File: src/rtl/vpf_pkg.sv
package vpf_pkg;
  localparam int ADDR_W  = 17;
  localparam int BYTE_W  = 8;
  localparam int NUM_PTR = 2;
  localparam int CODE_W  = 4;
  localparam int OFS_W   = 3;

  localparam logic [OFS_W-1:0] OFS_LO    = 3'd0;
  localparam logic [OFS_W-1:0] OFS_MID   = 3'd1;
  localparam logic [OFS_W-1:0] OFS_HI    = 3'd2;
  localparam logic [OFS_W-1:0] OFS_DATA0 = 3'd3;
  localparam logic [OFS_W-1:0] OFS_DATA1 = 3'd4;
  localparam logic [OFS_W-1:0] OFS_CTRL  = 3'd5;

  typedef logic [ADDR_W-1:0] vaddr_t;
  typedef logic [BYTE_W-1:0] byte_t;
endpackage

File: src/rtl/vpf_rst_sync.sv
module vpf_rst_sync #(
  parameter int STAGES = 2
) (
  input  logic clk,
  input  logic rst_n_in,
  output logic rst_n_out
);
  logic [STAGES-1:0] sync_q;

  always_ff @(posedge clk or negedge rst_n_in) begin
    if (!rst_n_in) sync_q <= '0;
    else           sync_q <= {sync_q[STAGES-2:0], 1'b1};
  end

  assign rst_n_out = sync_q[STAGES-1];
endmodule

File: src/rtl/vpf_stride_lut.sv
module vpf_stride_lut
  import vpf_pkg::*;
(
  input  logic [CODE_W-1:0] code,
  output vaddr_t            stride
);
  localparam logic [CODE_W-1:0] ROW_BASE_CODE = 4'd11;
  localparam vaddr_t            ROW_UNIT      = vaddr_t'(40);
  localparam vaddr_t            UNIT          = vaddr_t'(1);

  // codes 1..10: powers of two; 11..15: 40 doubled each step
  always_comb begin
    stride = '0;
    if (code >= ROW_BASE_CODE)
      stride = ROW_UNIT << (code - ROW_BASE_CODE);
    else if (code != '0)
      stride = UNIT << (code - 4'd1);
  end
endmodule

File: src/rtl/vpf_pointer.sv
module vpf_pointer
  import vpf_pkg::*;
(
  input  logic              clk,
  input  logic              rst_n,
  input  logic              wr_lo,
  input  logic              wr_mid,
  input  logic              wr_hi,
  input  byte_t             byte_in,
  input  logic              top_bit_in,
  input  logic              decr_in,
  input  logic [CODE_W-1:0] code_in,
  input  logic              step,
  output vaddr_t            addr_o,
  output byte_t             lo_o,
  output byte_t             mid_o,
  output byte_t             hi_o
);
  vaddr_t            addr_q, addr_d;
  logic              decr_q, decr_d;
  logic [CODE_W-1:0] code_q, code_d;
  vaddr_t            stride;
  logic              addr_en, cfg_en;

  vpf_stride_lut u_lut (
    .code   (code_q),
    .stride (stride)
  );

  assign addr_en = wr_lo | wr_mid | wr_hi | step;
  assign cfg_en  = wr_hi;

  always_comb begin
    addr_d = addr_q;
    if (wr_lo)       addr_d[7:0]        = byte_in;
    else if (wr_mid) addr_d[15:8]       = byte_in;
    else if (wr_hi)  addr_d[ADDR_W-1]   = top_bit_in;
    else if (step) begin
      if (decr_q) addr_d = addr_q - stride;
      else        addr_d = addr_q + stride;
    end
  end

  always_comb begin
    decr_d = decr_in;
    code_d = code_in;
  end

  always_ff @(posedge clk or negedge rst_n) begin
    if (!rst_n)       addr_q <= '0;
    else if (addr_en) addr_q <= addr_d;
  end

  always_ff @(posedge clk or negedge rst_n) begin
    if (!rst_n) begin
      decr_q <= 1'b0;
      code_q <= '0;
    end else if (cfg_en) begin
      decr_q <= decr_d;
      code_q <= code_d;
    end
  end

  assign addr_o = addr_q;
  assign lo_o   = addr_q[7:0];
  assign mid_o  = addr_q[15:8];
  assign hi_o   = {code_q, decr_q, 2'b00, addr_q[ADDR_W-1]};

  AST_HOLD_WHEN_IDLE: assert property (@(posedge clk) disable iff (!rst_n)
    !(wr_lo || wr_mid || wr_hi || step) |=> $stable(addr_q) && $stable(code_q) && $stable(decr_q));

  AST_STEP_UP: assert property (@(posedge clk) disable iff (!rst_n)
    (step && !decr_q) |=> vaddr_t'(addr_q - $past(addr_q)) == $past(stride));

  AST_STEP_DOWN: assert property (@(posedge clk) disable iff (!rst_n)
    (step && decr_q) |=> vaddr_t'($past(addr_q) - addr_q) == $past(stride));

  AST_POW2_STRIDE: assert property (@(posedge clk) disable iff (!rst_n)
    (code_q inside {[4'd1:4'd10]}) |-> $countones(stride) == 1);

  AST_ROW_STRIDE: assert property (@(posedge clk) disable iff (!rst_n)
    (code_q >= 4'd11) |-> (stride % 40 == 0) && (stride >= 40) && (stride <= 640));
endmodule

File: src/rtl/vpf_top.sv
module vpf_top
  import vpf_pkg::*;
(
  input  logic        clk,
  input  logic        rst_n,
  input  logic [2:0]  bus_addr,
  input  logic        bus_wr,
  input  logic        bus_rd,
  input  logic [7:0]  bus_wdata,
  output logic [7:0]  bus_rdata,
  output logic        bus_rvalid,
  output logic [16:0] mem_addr,
  output logic        mem_we,
  output logic        mem_re,
  output logic [7:0]  mem_wdata,
  input  logic [7:0]  mem_rdata
);
  logic   rst_sync_n;
  logic   rd_fire, wr_fire, dport_hit, dport1_hit;
  logic   sel_q, sel_d, sel_en;
  logic   rvalid_q, from_mem_q, from_mem_d;
  byte_t  rdata_q, rdata_d;

  vaddr_t ptr_addr [NUM_PTR];
  byte_t  ptr_lo   [NUM_PTR];
  byte_t  ptr_mid  [NUM_PTR];
  byte_t  ptr_hi   [NUM_PTR];

  vpf_rst_sync #(.STAGES(2)) u_rst_sync (
    .clk       (clk),
    .rst_n_in  (rst_n),
    .rst_n_out (rst_sync_n)
  );

  assign wr_fire    = bus_wr;
  assign rd_fire    = bus_rd & ~bus_wr;
  assign dport1_hit = (bus_addr == OFS_DATA1);
  assign dport_hit  = (bus_addr == OFS_DATA0) | dport1_hit;

  for (genvar g = 0; g < NUM_PTR; g++) begin : g_ptr
    logic win_sel;
    assign win_sel = (sel_q == 1'(g));

    vpf_pointer u_ptr (
      .clk        (clk),
      .rst_n      (rst_sync_n),
      .wr_lo      (wr_fire & win_sel & (bus_addr == OFS_LO)),
      .wr_mid     (wr_fire & win_sel & (bus_addr == OFS_MID)),
      .wr_hi      (wr_fire & win_sel & (bus_addr == OFS_HI)),
      .byte_in    (bus_wdata),
      .top_bit_in (bus_wdata[0]),
      .decr_in    (bus_wdata[3]),
      .code_in    (bus_wdata[7:4]),
      .step       ((wr_fire | rd_fire) & (bus_addr == (OFS_DATA0 + 3'(g)))),
      .addr_o     (ptr_addr[g]),
      .lo_o       (ptr_lo[g]),
      .mid_o      (ptr_mid[g]),
      .hi_o       (ptr_hi[g])
    );
  end

  // memory side: one access per cycle, at the pointer owned by the port
  assign mem_addr  = dport1_hit ? ptr_addr[1] : ptr_addr[0];
  assign mem_we    = wr_fire & dport_hit;
  assign mem_re    = rd_fire & dport_hit;
  assign mem_wdata = bus_wdata;

  // control register
  assign sel_en = wr_fire & (bus_addr == OFS_CTRL);
  assign sel_d  = bus_wdata[0];

  always_ff @(posedge clk or negedge rst_sync_n) begin
    if (!rst_sync_n)  sel_q <= 1'b0;
    else if (sel_en)  sel_q <= sel_d;
  end

  // register readback
  always_comb begin
    rdata_d    = '0;
    from_mem_d = 1'b0;
    case (bus_addr)
      OFS_LO:    rdata_d = ptr_lo[sel_q];
      OFS_MID:   rdata_d = ptr_mid[sel_q];
      OFS_HI:    rdata_d = ptr_hi[sel_q];
      OFS_DATA0,
      OFS_DATA1: from_mem_d = 1'b1;
      OFS_CTRL:  rdata_d = {7'b0, sel_q};
      default:   rdata_d = '0;
    endcase
  end

  always_ff @(posedge clk or negedge rst_sync_n) begin
    if (!rst_sync_n) begin
      rvalid_q   <= 1'b0;
      from_mem_q <= 1'b0;
    end else begin
      rvalid_q   <= rd_fire;
      from_mem_q <= rd_fire & from_mem_d;
    end
  end

  always_ff @(posedge clk or negedge rst_sync_n) begin
    if (!rst_sync_n)  rdata_q <= '0;
    else if (rd_fire) rdata_q <= rdata_d;
  end

  assign bus_rvalid = rvalid_q;
  assign bus_rdata  = from_mem_q ? mem_rdata : rdata_q;

  AST_MEM_EXCLUSIVE: assert property (@(posedge clk) disable iff (!rst_sync_n)
    !(mem_we && mem_re));

  AST_RVALID_NEXT: assert property (@(posedge clk) disable iff (!rst_sync_n)
    (bus_rd && !bus_wr) |=> bus_rvalid);

  AST_PORT0_KEEPS_PTR1: assert property (@(posedge clk) disable iff (!rst_sync_n)
    ((bus_wr || bus_rd) && bus_addr == OFS_DATA0) |=> $stable(ptr_addr[1]));

  AST_PORT1_KEEPS_PTR0: assert property (@(posedge clk) disable iff (!rst_sync_n)
    ((bus_wr || bus_rd) && bus_addr == OFS_DATA1) |=> $stable(ptr_addr[0]));

  AST_SPARE_WRITE_INERT: assert property (@(posedge clk) disable iff (!rst_sync_n)
    (bus_wr && bus_addr > OFS_CTRL) |=> $stable(sel_q) && $stable(ptr_addr[0]) && $stable(ptr_addr[1]));
endmodule

File: config.mk
export PLATFORM = sky130hd
export DESIGN_NAME = vpf_top
export DESIGN_NICKNAME = d
export VERILOG_FILES = /design/src/rtl/vpf_pkg.sv /design/src/rtl/vpf_rst_sync.sv /design/src/rtl/vpf_stride_lut.sv /design/src/rtl/vpf_pointer.sv /design/src/rtl/vpf_top.sv
export SDC_FILE = /design/constraint.sdc
export NUM_CORES = 1
export LEC_CHECK = 0
export ABC_CLOCK_PERIOD_IN_PS = 2700
export BUFFER_PORTS_ARGS = -buffer_cell sky130_fd_sc_hd__buf_2
export CORE_MARGIN = 2
export CORE_UTILIZATION = 61
export DETAILED_ROUTE_END_ITERATION = 16
export GPL_TIMING_DRIVEN = 0
export PLACE_DENSITY = 0.94
export SLEW_MARGIN = 20
export SYNTH_ARGS = -nofsm -noshare
export SYNTH_HDL_FRONTEND = slang
export SYNTH_SLANG_ARGS = --single-unit
File: constraint.sdc
create_clock -name clk -period 2.7 [get_ports clk]
set_clock_uncertainty 0.2 [all_clocks]
set_input_delay 0.54 -clock clk [delete_from_list [all_inputs] [get_ports clk]]
set_output_delay 0.54 -clock clk [all_outputs]
set_load 0.01 [all_outputs]
==> impl_metrics.json, run 1 <==
{
  "drt_iter0_markers": 1157,
  "path_class": "reg2reg",
  "antenna_cells": 0,
  "clock_path_buffers": 2,
  "n_fill_cell": 426,
  "drive_above_1_share_pct": 41.1,
  "wire_per_inst_um": 25.9,
  "vias_per_cell": 7.55,
  "syn-num-nets": 762,
  "internal_power_uw": 5690,
  "syn-cell-area_sq_um": 5520,
  "start_util_pct": 63.0,
  "rsz0062_at_grt": "true",
  "synth-seq-area-share_pct": 25.8,
  "violations": "negative setup slack",
  "yosysUniqueCellTypes": 62,
  "combPwrFrac_pct": 78.4,
  "worstPathArrival_ns": 3.79,
  "switching_power_uw": 5960,
  "die_area_sq_um": 9830,
  "setup_viol": 37,
  "min_period_ns": 3.78,
  "grt_pass1_wl_um": 32100,
  "cp-start-kind": "flip-flop",
  "swShare_pct": 51.2,
  "slew_violations": 0,
  "ys_async_sr_fraction_pct": 100,
  "firstDrtPassIters": 13,
  "dp_hpwl_um": 13500,
  "antenna_found_initial": 0,
  "hold_viol_final": 0,
  "status": "complete, but fails checks",
  "die-height_um": 99.2,
  "port_buffers": 56,
  "fmax_ghz": 0.265,
  "gp_congestion": 1.01,
  "clk_pin_slew_ns": 0.07,
  "grt_use_total_pct": 41.5,
  "peakVddDrop_mv": 1.31,
  "clock_latency_ns": 0.36,
  "grt_max_degree": 56,
  "final_core_util_pct": 86.1,
  "worst_slack_ns": -1.08,
  "seqPwrFrac_pct": 15.0,
  "cp.required_ns": 2.71,
  "synth_ff_type": "dfrtp_1",
  "core_area_sq_um": 8760,
  "htree_levels": 3,
  "nets": 891,
  "crit_path_end_kind": "flip-flop",
  "crit_fanout": 5,
  "synthCells": 703,
  "fin_crit_sh_pct": 140,
  "clockRootBuffer": "clkbuf_8",
  "cts.sinks": 57,
  "min_path_type": "reg2reg",
  "power.leakage_uw": 0.00324,
  "drv_cap": 0,
  "io_pins": 59,
  "remaining_drc_errors": 0,
  "tightest_slew_ns": 0.819,
  "fp.dieW_um": 99.2,
  "p_total_uw": 11700,
  "overflow": 0,
  "vias": 7131,
  "p_per_area_nw_per_um2": 1550,
  "routed_wl_um": 24500,
  "pwr-share-clk_pct": 6.6,
  "avgSynthCellArea_sq_um": 7.86,
  "ys.warnings.count": 0,
  "slew_headroom_pct": 44.8,
  "synth_seq_cells": 57,
  "postRouteAntennaNets": 0,
  "cts_tree": "yes",
  "area_growth_pct": 36.5,
  "cts_made_buffers": 9,
  "std_cell_rows": 34,
  "grt_pass1_vias": 6292,
  "synth_edf_count": 0
}
-- state kept, by name (all words and copies together) (netlist names) --
name and cells:
g_ptr.u_ptr.addr_o 34, g_ptr.win_sel 1, rdata_q 8, u_rst_sync.sync_q 2
g_ptr.u_ptr.code_q 8, bus_rvalid 1, g_ptr.u_ptr.decr_q 2, from_mem_q 1
-- worst max-delay path: stages (launching register included) --
cell and delay [ns]:
dfrtp_2 0.46, buf_8 0.15, nor3_4 0.22, inv_2 0.07
ha_4 0.18, clkinv_4 0.06, nand2_2 0.05, o22ai_1 0.12
a21oi_1 0.09, a21oi_1 0.16, a31o_2 0.20, ha_4 0.23
a41o_1 0.25, a221oi_2 0.34, o2111ai_2 0.17, a21o_1 0.22
a21oi_2 0.21, xnor2_2 0.17, o21ai_2 0.09
-- layer usage --
metal / vias up / share of wire, % / track usage [%]
li1: 2810 / - / -
met1: 3197 / 33 / 52.8
met2: 832 / 42 / 66.1
met3: 292 / 16 / 13.0
met4: 0 / 9.3 / 17.0
met5: - / 0 / 0
-- kinds of logic after synthesis --
family | after synthesis | synth area share (%)
fa+ha+maj | 36 | 8.43
buf+inv | 68 | 5.32
mux | 56 | 11.0
other cells | 1 | 0.0679
simple gates | 215 | 17.2
xor+xnor | 27 | 4.28
flops | 57 | 25.8
compound gates | 243 | 27.9
-- placed cells by master, fill, tap and decap left out, drive strengths merged, types with 15 or more instances in the layout --
cell type  count
dfrtp         57
ha            34
clkbuf        34
xnor2         21
a21oi         68
mux2i         19
mux2          37
inv           18
nor3          15
buf          144
o21ai         76
nand2         90
nand2b        15
nor2          55
-- cell type report --
class                   count  area, sq um  share of cell area [%]
clock inverters             3         15.0                   0.199
clock buffers              13          169                    2.24
well taps                 108          135                    1.79
inverters                  20         86.3                    1.14
flip-flops and latches     57         1440                    19.1
plain buffers              42          303                    4.02
repair buffers            124          855                    11.3
multi-input cells         578         4540                    60.2
-- power by group through the flow --
stage	combinational (uW)	clock (uW)	sequential, uW
floorplan	4680	0	1450
global placement	5630	0	1630
detailed placement	5910	0	1650
CTS	7170	742	1630
global route	9500	801	1740
finish	9140	771	1740
-- final timing paths --
kind / startpoint / end / slack (ns) / cells after the start
worst min register to register: u_rst_sync.sync_q[0]$_DFF_PN0_ / u_rst_sync.sync_q[1]$_DFF_PN0_ / 0.16 / 0
worst max-delay path: g_ptr[1].u_ptr.code_q[2]$_DFFE_PN0P_ / g_ptr[1].u_ptr.addr_o[16]$_DFFE_PN0P_ / -1.08 / 18
min in group asynchronous: u_rst_sync.sync_q[1]$_DFF_PN0_ / g_ptr[1].win_sel$_DFFE_PN0P_ / 0.20 / 0
max in group asynchronous: u_rst_sync.sync_q[1]$_DFF_PN0_ / g_ptr[1].u_ptr.code_q[3]$_DFFE_PN0P_ / 1.56 / 0
worst min-delay path: u_rst_sync.sync_q[0]$_DFF_PN0_ / u_rst_sync.sync_q[1]$_DFF_PN0_ / 0.16 / 0
worst max register to register: g_ptr[1].u_ptr.code_q[2]$_DFFE_PN0P_ / g_ptr[1].u_ptr.addr_o[16]$_DFFE_PN0P_ / -1.08 / 18
-- what timing repair did --
item                       4_1_cts  5_1_grt
hold buffers                     1        0
setup endpoints to repair       46       45
gates cloned                     0        1
hold endpoints to repair         2        0
pin swaps                       64       66
buffers inserted                44       26
gates resized for setup         74       86
-- synth_stat cells (all sizes together) (2+ instances only) --
master   number  area, sq um
nand2b       15         93.8
o22a          4         35.0
mux2         37          417
xnor2        21          184
inv          19         71.3
a31oi         9         56.3
nand3        14         70.1
nand4         3         18.8
a211oi        3         22.5
and2          2         12.5
nor3         15         75.1
a221o         3         30.0
a211o         3         26.3
xor2          6         52.6
o21ai        76          384
o21a          8         60.1
ha           34          425
a31o          5         43.8
mux2i        19          190
fa            2         40.0
a22oi         9         67.6
a21oi        68          352
o211ai       11         87.6
a21boi        2         15.0
clkbuf       31          116
a221oi        2         23.8
dfrtp        57         1430
and3          4         25.0
o21bai        6         45.0
a41oi         2         17.5
nor2b         9         56.3
or3           6         37.5
buf          17          103
o41ai         2         17.5
o2111ai       4         35.0
nand2        90          338
o22ai         8         50.1
a2111oi       2         36.3
a21o          9         68.8
nor2         55          206
-- stage by stage --
stage | hold slack, ns | std cells | setup WS [ns] | cell area [sq um] | TNS, ns
3_3_place_gp | 0.126 | 867 | -1.03 | 6250 | -21.12
5_1_grt | 0.163 | 945 | -1.32 | 7540 | -25.46
6_report | 0.163 | 945 | -1.08 | 7540 | -21.62
2_1_floorplan | 0.0444 | 703 | -0.681 | 5830 | -8.57
3_5_place_dp | 0.129 | 867 | -1.12 | 6250 | -24.02
4_1_cts | 0.153 | 924 | -0.903 | 7040 | -15.53
(Power assumes the default switching activity.)
==> run 2, diff against run 1 <==
--- a/config.mk
+++ b/config.mk
@@ -5,13 +5,13 @@
 export SDC_FILE = /design/constraint.sdc
 export NUM_CORES = 1
 export LEC_CHECK = 0
-export ABC_CLOCK_PERIOD_IN_PS = 2700
-export BUFFER_PORTS_ARGS = -buffer_cell sky130_fd_sc_hd__buf_2
+export ABC_CLOCK_PERIOD_IN_PS = 3100
 export CORE_MARGIN = 2
-export CORE_UTILIZATION = 61
+export CORE_UTILIZATION = 59
 export DETAILED_ROUTE_END_ITERATION = 16
+export DONT_BUFFER_PORTS = 1
 export GPL_TIMING_DRIVEN = 0
-export PLACE_DENSITY = 0.94
+export PLACE_DENSITY = 0.9
 export SLEW_MARGIN = 20
 export SYNTH_ARGS = -nofsm -noshare
 export SYNTH_HDL_FRONTEND = slang
==> constraint.sdc (replaced) <==
create_clock -name clk -period 3.1 [get_ports clk]
set_clock_uncertainty 0.2 [all_clocks]
set_input_delay 0.62 -clock clk [delete_from_list [all_inputs] [get_ports clk]]
set_output_delay 0.62 -clock clk [all_outputs]
set_load 0.01 [all_outputs]
==> run 2 against run 1 <==
  * The flow still finishes with violations (negative setup slack)
  * Sequential share of layout area rose by 0.85 points
  * Sequential power fell by 13%
  * Design area fell by 4.2%
  * Register-to-register slack improved by 0.37 ns
  * Global-route usage fell by 1.2 points
  * Routed wire length fell by 7.1%
==> impl_metrics.json, run 2 (same netlist as run 1, synthesis figures left out) <==
{
  "die-height_um": 101,
  "grt_pass1_vias": 6092,
  "port_buffers": 0,
  "path_delay_family": "compound AO/OA/AOI/OAI gates",
  "crit_fanout": 8,
  "cp.required_ns": 3.10,
  "crit_path_end_kind": "flip-flop",
  "die_area_sq_um": 10200,
  "htree_levels": 3,
  "n_fill_cell": 493,
  "path_class": "reg2reg",
  "reg2reg_to": "g_ptr[1].u_ptr.addr_o[16]$_DFFE_PN0P_",
  "setup_viol": 24,
  "grt_pass1_wl_um": 31500,
  "grt_use_total_pct": 40.3,
  "crit_slowest_cell": "dfrtp_2",
  "clockRootBuffer": "clkbuf_8",
  "peakVddDrop_mv": 1.50,
  "min_period_ns": 3.81,
  "crit_cells": 18,
  "drt_iter0_markers": 1213,
  "crit_chain": "buf_8 > nor3_4 > nand2_4 > ha_4 > clkinv_4 > nand2_2 > o22ai_2 > a21oi_2 > a21oi_1 > a31o_2 > ha_4 > a41o_1 > a221oi_2 > o2111ai_2 > a21o_1 > a21oi_2 > xnor2_1 > o21ai_1",
  "core_area_sq_um": 9150,
  "slew_violations": 0,
  "cts.sinks": 57,
  "cts_tree": "yes",
  "nets": 836,
  "largest_reg_flops": 34,
  "fmax_ghz": 0.263,
  "critPathLaunch": "g_ptr[1].u_ptr.code_q[0]$_DFFE_PN0P_",
  "std_cell_rows": 35,
  "status": "complete, but fails checks",
  "design_area_sq_um": 7230,
  "start_util_pct": 60.3,
  "violations": "negative setup slack",
  "tightest_slew_ns": 0.772,
  "r2r_setup_slack_ns": -0.71,
  "vias": 6726,
  "ff2ff_path_depth": 18,
  "power.leakage_uw": 0.00299,
  "antenna_cells": 0,
  "remaining_drc_errors": 0,
  "slew_headroom_pct": 48.2,
  "cp-start-kind": "flip-flop",
  "vias_per_cell": 7.53,
  "grt_max_degree": 56,
  "rsz0062_at_grt": "true",
  "routed_wl_um": 22800,
  "post-place-ws_ns": -0.739,
  "drive_above_1_share_pct": 35.3,
  "cts_made_buffers": 9,
  "final_common_cell": "nand2_1",
  "clk_pin_slew_ns": 0.08,
  "fp.dieW_um": 101,
  "layout_common_cells": "nand2_1, buf_4, nor2_1, o21ai_0, dfrtp_1",
  "p_per_area_nw_per_um2": 1370,
  "min_path_type": "reg2reg",
  "worst_slack_ns": -0.709,
  "drv_cap": 0,
  "area_growth_pct": 30.9,
  "wire_per_inst_um": 25.5,
  "fin_crit_sh_pct": 123,
  "postRouteAntennaNets": 0,
  "dp_hpwl_um": 13000,
  "worstPathArrival_ns": 3.81,
  "antenna_found_initial": 0,
  "gp_congestion": 0.991,
  "io_pins": 59,
  "dpl-instance-area_sq_um": 5910,
  "crit_end": "g_ptr[1].u_ptr.addr_o[16]$_DFFE_PN0P_",
  "firstDrtPassIters": 8,
  "critPathBufInv": 2,
  "overflow": 0,
  "max_stage_delay_ns": 0.43,
  "hold_viol_final": 0,
  "clock_path_buffers": 2,
  "r2r_start": "g_ptr[1].u_ptr.code_q[0]$_DFFE_PN0P_",
  "clock_latency_ns": 0.36
}
run 2: cell types whose count changed in the layout (fill, tap and decap cells not counted), moves of 3 or more:
| cell | delta |
|---|---|
| buf_2 | -57 |
| xnor2_1 | +6 |
| xnor2_2 | -6 |
| buf_4 | +4 |
| o21ai_0 | +4 |
| a21oi_4 | -3 |
| buf_6 | -3 |
| nand2_1 | +3 |
| nand2_2 | -3 |
| o21ai_1 | -3 |
run 2: metrics by stage:
stage	TNS, ns	hold WS, ns	cells	power (uW)	util [%]
after global placement	-8.24	0.124	814	6060	64.6
after floorplan	-1.37	0.124	703	5210	-
after detailed placement	-9.94	0.124	814	6280	64.6
after CTS	-6.17	0.166	877	8350	74.7
after global routing	-13.40	0.168	893	10200	79.0
final	-10.64	0.166	893	9880	79.0
run 2: worst min-delay path by stage:
stage | startpoint | depth (start not counted) | slack [ns] | to
after floorplan | rst_n | 0 | 0.12 | u_rst_sync.sync_q[0]$_DFF_PN0_
after global placement | rst_n | 0 | 0.12 | u_rst_sync.sync_q[0]$_DFF_PN0_
after CTS | u_rst_sync.sync_q[0]$_DFF_PN0_ | 0 | 0.17 | u_rst_sync.sync_q[1]$_DFF_PN0_
after detailed placement | rst_n | 0 | 0.12 | u_rst_sync.sync_q[0]$_DFF_PN0_
final | u_rst_sync.sync_q[0]$_DFF_PN0_ | 0 | 0.17 | u_rst_sync.sync_q[1]$_DFF_PN0_
after global routing | u_rst_sync.sync_q[0]$_DFF_PN0_ | 0 | 0.17 | u_rst_sync.sync_q[1]$_DFF_PN0_
run 2: metal layers:
layer / up-vias / share of wire (%) / global-route usage, %
li1: 2692 / - / -
met1: 3065 / 34 / 51.4
met2: 730 / 42 / 61.0
met3: 237 / 15 / 13.8
met4: 2 / 8.1 / 20.0
met5: - / 0.20 / 0
run 2: worst reg2reg max path, stage by stage (launching register included):
cell	delay (ns)
dfrtp_2	0.43
buf_8	0.15
nor3_4	0.21
nand2_4	0.08
ha_4	0.19
clkinv_4	0.07
nand2_2	0.06
o22ai_2	0.14
a21oi_2	0.07
a21oi_1	0.14
a31o_2	0.19
ha_4	0.24
a41o_1	0.23
a221oi_2	0.37
o2111ai_2	0.21
a21o_1	0.25
a21oi_2	0.21
xnor2_1	0.15
o21ai_1	0.08
run 2: where the power goes:
| part | internal, uW | total, uW | switching (uW) |
|---|---|---|---|
| combinational | 3390 | 7560 | 4170 |
| clock | 493 | 813 | 320 |
| sequential | 1020 | 1510 | 492 |
run 2: area by class of cell:
type,instances,area (sq um),share of cell area [%]
flip-flops and latches,57,1440,19.9
inverters,20,83.8,1.16
repair buffers,67,558,7.72
plain buffers,44,310,4.29
multi-input cells,578,4470,61.8
clock inverters,5,77.6,1.07
clock buffers,11,151,2.09
well taps,111,139,1.92
run 2: what timing repair did:
item,in CTS,in global routing
hold buffers,1,0
pin swaps,71,65
buffers inserted,50,20
hold endpoints to repair,2,0
setup endpoints to repair,24,34
gates resized for setup,97,63
